<file path="src/rtl/irq_src_pkg.sv">
package irq_src_pkg;

  // Number of interrupt sources collected by the block.
  localparam int NUM_SRC = 6;

  // Register word addresses.
  localparam int ADDR_SOURCE  = 0;
  localparam int ADDR_ENABLE  = 1;
  localparam int ADDR_EN_SET  = 2;
  localparam int ADDR_EN_CLR  = 3;

  // Strobes from the register decoder to the datapath, one bit per source.
  typedef struct packed {
    logic [NUM_SRC-1:0] ack;
    logic [NUM_SRC-1:0] enSet;
    logic [NUM_SRC-1:0] enClr;
  } irq_strobe_t;

endpackage

</file>
<file path="src/rtl/irq_src_ctrl.sv">
module irq_src_ctrl
  import irq_src_pkg::*;
#(
  parameter int DATA_W = 32,
  parameter int ADDR_W = 4
) (
  input  logic              clk,
  input  logic              rstN,
  input  logic              busWr,
  input  logic [ADDR_W-1:0] busAddr,
  input  logic [DATA_W-1:0] busWdata,
  input  logic [NUM_SRC-1:0] srcQ,
  input  logic [NUM_SRC-1:0] enQ,
  output irq_strobe_t       strb,
  output logic [DATA_W-1:0] busRdata
);

  localparam int PAD_W = DATA_W - NUM_SRC;

  logic [NUM_SRC-1:0] wBits;
  logic               unusedHiBits;

  assign wBits        = busWdata[NUM_SRC-1:0];
  assign unusedHiBits = ^busWdata[DATA_W-1:NUM_SRC];

  // Write decode: one strobe group per writable address.
  always_comb begin
    strb = '0;
    if (busWr) begin
      unique case (int'(busAddr))
        ADDR_SOURCE: strb.ack   = wBits;
        ADDR_EN_SET: strb.enSet = wBits;
        ADDR_EN_CLR: strb.enClr = wBits;
        default:     strb       = '0;
      endcase
    end
  end

  // Read mux: unused upper bits and unmapped addresses read zero.
  always_comb begin
    unique case (int'(busAddr))
      ADDR_SOURCE: busRdata = {{PAD_W{1'b0}}, srcQ};
      ADDR_ENABLE: busRdata = {{PAD_W{1'b0}}, enQ};
      default:     busRdata = '0;
    endcase
  end

  // At most one strobe group is active in a cycle.
  p_one_strobe_group_r7: assert property (@(posedge clk) disable iff (!rstN)
    $onehot0({|strb.ack, |strb.enSet, |strb.enClr}));

  // No write strobe without a bus write.
  p_no_strobe_idle_r9: assert property (@(posedge clk) disable iff (!rstN)
    !busWr |-> (strb == '0));

endmodule

</file>
<file path="src/rtl/irq_src_datapath.sv">
module irq_src_datapath
  import irq_src_pkg::*;
#(
  parameter logic [NUM_SRC-1:0] PULSE_MASK = 6'b001001
) (
  input  logic               clk,
  input  logic               rstN,
  input  logic [NUM_SRC-1:0] causeIn,
  input  irq_strobe_t        strb,
  output logic [NUM_SRC-1:0] srcQ,
  output logic [NUM_SRC-1:0] enQ,
  output logic               irqOut
);

  logic [NUM_SRC-1:0] setEvt;
  logic [NUM_SRC-1:0] srcNext;
  logic [NUM_SRC-1:0] enNext;

  // Per-source set logic: edge detect for event causes, pass-through for levels.
  for (genvar i = 0; i < NUM_SRC; i++) begin : g_src
    if (PULSE_MASK[i]) begin : g_pulse
      logic prevQ;
      always_ff @(posedge clk) begin
        if (!rstN) prevQ <= 1'b0;
        else       prevQ <= causeIn[i];
      end
      assign setEvt[i] = causeIn[i] & ~prevQ;

      // A new edge always leaves the bit set, even against an ack.
      p_edge_sets_r6: assert property (@(posedge clk) disable iff (!rstN)
        (causeIn[i] && !prevQ) |=> srcQ[i]);
    end else begin : g_level
      assign setEvt[i] = causeIn[i];

      // An active level keeps its bit set despite an ack.
      p_level_holds_r5: assert property (@(posedge clk) disable iff (!rstN)
        causeIn[i] |=> srcQ[i]);
    end

    // Without an ack a set bit never drops.
    p_sticky_r4: assert property (@(posedge clk) disable iff (!rstN)
      (srcQ[i] && !strb.ack[i]) |=> srcQ[i]);
  end

  // Set beats clear, so a still-active cause keeps its bit.
  assign srcNext = (srcQ & ~strb.ack) | setEvt;
  assign enNext  = (enQ | strb.enSet) & ~strb.enClr;

  always_ff @(posedge clk) begin
    if (!rstN) begin
      srcQ   <= '0;
      enQ    <= '0;
      irqOut <= 1'b0;
    end else begin
      srcQ   <= srcNext;
      enQ    <= enNext;
      irqOut <= |(srcQ & enQ);
    end
  end

  // Interrupt output tracks the masked sources one edge later.
  p_irq_rise_r8: assert property (@(posedge clk) disable iff (!rstN)
    (|(srcQ & enQ)) |=> irqOut);
  p_irq_fall_r8: assert property (@(posedge clk) disable iff (!rstN)
    !(|(srcQ & enQ)) |=> !irqOut);

  // Enable set and clear strobes take effect at the next edge.
  p_en_set_r7: assert property (@(posedge clk) disable iff (!rstN)
    (|strb.enSet) |=> ((enQ & $past(strb.enSet)) == $past(strb.enSet)));
  p_en_clr_r7: assert property (@(posedge clk) disable iff (!rstN)
    (|strb.enClr) |=> ((enQ & $past(strb.enClr)) == '0));

endmodule

</file>
<file path="src/rtl/irq_source_ctrl.sv">
module irq_source_ctrl
  import irq_src_pkg::*;
#(
  parameter int DATA_W = 32,
  parameter int ADDR_W = 4,
  parameter logic [NUM_SRC-1:0] PULSE_MASK = 6'b001001
) (
  input  logic               clk,
  input  logic               rstN,
  input  logic [NUM_SRC-1:0] causeIn,
  input  logic               busWr,
  input  logic [ADDR_W-1:0]  busAddr,
  input  logic [DATA_W-1:0]  busWdata,
  output logic [DATA_W-1:0]  busRdata,
  output logic               irqOut
);

  irq_strobe_t        strb;
  logic [NUM_SRC-1:0] srcQ;
  logic [NUM_SRC-1:0] enQ;

  irq_src_ctrl #(
    .DATA_W (DATA_W),
    .ADDR_W (ADDR_W)
  ) i_ctrl (
    .clk      (clk),
    .rstN     (rstN),
    .busWr    (busWr),
    .busAddr  (busAddr),
    .busWdata (busWdata),
    .srcQ     (srcQ),
    .enQ      (enQ),
    .strb     (strb),
    .busRdata (busRdata)
  );

  irq_src_datapath #(
    .PULSE_MASK (PULSE_MASK)
  ) i_dp (
    .clk     (clk),
    .rstN    (rstN),
    .causeIn (causeIn),
    .strb    (strb),
    .srcQ    (srcQ),
    .enQ     (enQ),
    .irqOut  (irqOut)
  );

endmodule

</file>
<file path="config.mk">
export PLATFORM = sky130hd
export DESIGN_NAME = irq_source_ctrl
export DESIGN_NICKNAME = d
export VERILOG_FILES = /design/src/rtl/irq_src_pkg.sv /design/src/rtl/irq_src_ctrl.sv /design/src/rtl/irq_src_datapath.sv /design/src/rtl/irq_source_ctrl.sv
export SDC_FILE = /design/constraint.sdc
export NUM_CORES = 1
export LEC_CHECK = 0
export ABC_AREA = 1
export BUFFER_PORTS_ARGS = -buffer_cell sky130_fd_sc_hd__clkbuf_2
export CORE_MARGIN = 1
export CORE_UTILIZATION = 40
export CTS_CLUSTER_SIZE = 40
export DETAILED_ROUTE_END_ITERATION = 7
export GPL_ROUTABILITY_DRIVEN = 0
export PLACE_DENSITY = 0.81
export SETUP_SLACK_MARGIN = 0.1
export SLEW_MARGIN = 40
export SYNTH_ARGS = -nofsm -noshare
export SYNTH_HDL_FRONTEND = slang
export SYNTH_SLANG_ARGS = --single-unit
</file>
<file path="constraint.sdc">
create_clock -name clk -period 1.7 [get_ports clk]
set_input_delay 0.255 -clock clk [delete_from_list [all_inputs] [get_ports clk]]
set_output_delay 0.255 -clock clk [all_outputs]
set_load 0.02 [all_outputs]
</file>
==> results by group <==
Route
  – Vias per inst: 4.220
  – DRT iter0 DRCs: 21
  – WL/cell: 8.707 um
  – DRT antenna net count: 0
  – Drt first pass iters: 4
  – Total wire length: 1.785 mm
  – Residual DRC count: 0
  – Vias: 865

Floorplan
  – Die span in x: 51.62 um
  – Initial Utilization: 43.27%
  – Die ar.: 2664 sq um
  – Core area: 2276 sq um
  – Die height: 51.62 um
  – # rows: 17
  – I/O Pins: 78

Timing
  – Crit path time final: 1.406 ns
  – RSZ-0062 raised after global routing: false
  – Pins over their slew limit: 0
  – Final setup viols: 0
  – Clock skew: 0.003793 ns
  – Max Freq: 711.2 MHz
  – Setup TNS Final: 0 ns
  – Final worst hold slack: 0.1694 ns
  – Final hold vios: 0
  – Tcrit/Tclk final: 82.72%

Pwr
  – Seq pwr share: 51.6%
  – Combinational power share: 20.2%
  – Int Pwr: 497.9 uW
  – Sw Ratio: 31.91%
  – PD cells: 684.4 nW/um^2
  – Lkg Pwr: 0.5930 nW
  – Psw: 233.4 uW
  – Clock power share: 28.2%
  – Worst vdd ir: 0.0004402 V

Clocking
  – CTS max path bufs: 2
  – CTS sink cnt: 15
  – CTS H-Tree Depth: 1
  – Post-CTS setup buffer count: 0
  – Clock Pin Slew Worst Setup and Hold Paths: 0.09 ns
  – CTS Hold Bufs: 0
  – CTS resizes: 0
  – Root Driver: clkbuf_4
  – Clk_lat worst skew: 0.28 ns
  – Number of buffers created by CTS: 3
  – TritonCTS clock tree: built

Final layout
  – Commonest non-fill, non-tap cell in the layout: inv_1
  – Share of cells above drive strength 1: 19.21%
  – Antenna cells: 0
  – Most frequent cells in the layout: inv_1, nand2_1, conb_1, clkbuf_2, nand3_1
  – # fillers: 260
  – Layout area overhead: 8.513%
  – Layout Nets: 223

Yosys
  – Avg Cell Area, Syn: 6.609 sq um
  – Post-synthesis cell count: 149
  – Mapped cell area: 984.7 sq um
  – Yosys reg bits: 15
  – Count of different cell masters after synthesis: 14
  – Area leader, netlist: dfxtp_1
  – Most area-consuming cells after synthesis: dfxtp_1, buf_4, inv_1
  – Yosys warns: 0
  – Post-synthesis sequential area ratio: 30.50%
  – Yosys top cell area share: 30.50%

Worst setup path
  – Critical path type: in2out
  – Critical Path AT: 1.15 ns
  – Reg2reg setup slack: 0.91 ns
  – Max stage delay on crit path: 0.26 ns
  – Worst-path cell chain: clkbuf_2 -> nor2_4 -> nand2_2 -> o22ai_1 -> clkbuf_2
  – Worst path most repeated cell: clkbuf_2
  – Worst r2r src: i_dp.srcQ[4]
  – Top cell family by delay on the critical path: simple AND/OR/NAND/NOR gates
  – R2r endpoint: i_dp.irqOut
  – Critical-path top delay cell: nor2_4
  – Worst r2r path cells: 4
  – Worst setup EP type: output pin
  – CP Launch Type: input pin
  – Worst-path maximum fanout: 10
  – Req. time, crit path: 1.44 ns
  – Worst path bufs/invs: 2

Place
  – Buffers on Ports: 25
  – Dpl hpwl: 1.393 mm

Global routing
  – Initial antenna violation count: 0
  – Vias in the first global route: 680
  – Aggregate global-route resource usage: 13.96%
  – First-pass GRT wire length: 2.746 mm
  – Largest net degree at the start of global routing: 12
  – Total grt overflow: 0

Worst hold path
  – HP Class: in2reg
  – Min-Delay Path Depth: 3
  – Worst hold start: causeIn[3]
  – Hold path endpoint: i_dp.g_src[3].g_pulse.prevQ

Status
  – Status: completed

Run
  – Max Cap Viol: 0
==> sequential cells by signal (all words and copies together) (netlist names) <==
name,count
i_dp.enQ,6
i_dp.srcQ,6
i_dp.irqOut,1
i_dp.g_src.g_pulse.prevQ,2
==> worst register-to-register path: stages (launching register included) <==
cell and delay [ns]:
dfxtp_1 0.34, inv_1 0.05, o21ai_0 0.14, inv_1 0.05
a21oi_1 0.13
==> cell usage after synthesis <==
master / count
a21oi_1: 5
buf_2: 1
buf_4: 26
buf_6: 1
conb_1: 1
dfxtp_1: 15
inv_1: 28
nand2_1: 27
nand2_2: 1
nand3_1: 17
nor2_1: 9
nor2_4: 3
o21ai_0: 12
o22ai_1: 3
==> power by group through the flow <==
stage | combinational [mW] | clock [mW] | sequential, mW
floorplan | 0.153 | 0 | 0.383
global placement | 0.146 | 0 | 0.385
finish | 0.148 | 0.206 | 0.377
CTS | 0.147 | 0.213 | 0.377
global route | 0.164 | 0.226 | 0.380
detailed placement | 0.147 | 0 | 0.386
==> worst max-delay path by stage <==
stage          depth (start not counted)        from          end  slack [ns]
2_1_floorplan                          3  busAddr[3]  busRdata[0]        0.35
3_3_place_gp                           5  busAddr[0]  busRdata[4]        0.29
3_5_place_dp                           5  busAddr[1]  busRdata[0]        0.29
4_1_cts                                5  busAddr[1]  busRdata[0]        0.30
5_1_grt                                5  busAddr[1]  busRdata[5]        0.21
6_report                               5  busAddr[0]  busRdata[4]        0.29
==> final cells by class <==
| cell class | instances | area, sq um | area share [%] |
|---|---|---|---|
| Tap cell | 28 | 35.03 | 3.279 |
| Clock buffer | 4 | 26.28 | 2.459 |
| Inverter | 28 | 105.1 | 9.836 |
| Timing Repair Buffer | 27 | 140.1 | 13.11 |
| Multi-Input combinational cell | 103 | 461.7 | 43.21 |
| Sequential cell | 15 | 300.3 | 28.10 |
==> through the flow <==
stage	util (%)	instances	setup slack (ns)	power, mW	area, sq um
floorplan	-	174	0.3491	0.5366	1079
global placement	45.79	201	0.2915	0.5314	1042
detailed placement	45.79	201	0.2933	0.5323	1042
CTS	46.95	205	0.2958	0.7373	1069
global route	46.95	205	0.2089	0.7697	1069
finish	46.95	205	0.2938	0.7313	1069
==> logic make-up (layout without fill, tap and decap cells) <==
kind of cell | after synthesis | after routing | share of synthesized area (%)
simple gates | 57 | 57 | 26.43
buf+inv | 56 | 59 | 32.15
compound gates | 20 | 20 | 10.55
flops | 15 | 15 | 30.50
other cells | 1 | 26 | 0.3808
==> metal layers <==
layer,GRT usage (%),up-vias,wire length [um]
met5,0,-,0
li1,-,464,-
met2,23.38,33,892
met3,1.754,4,82
met1,16.99,364,774
met4,8.108,0,35
No activity file was read; power rests on OpenSTA's default activity.
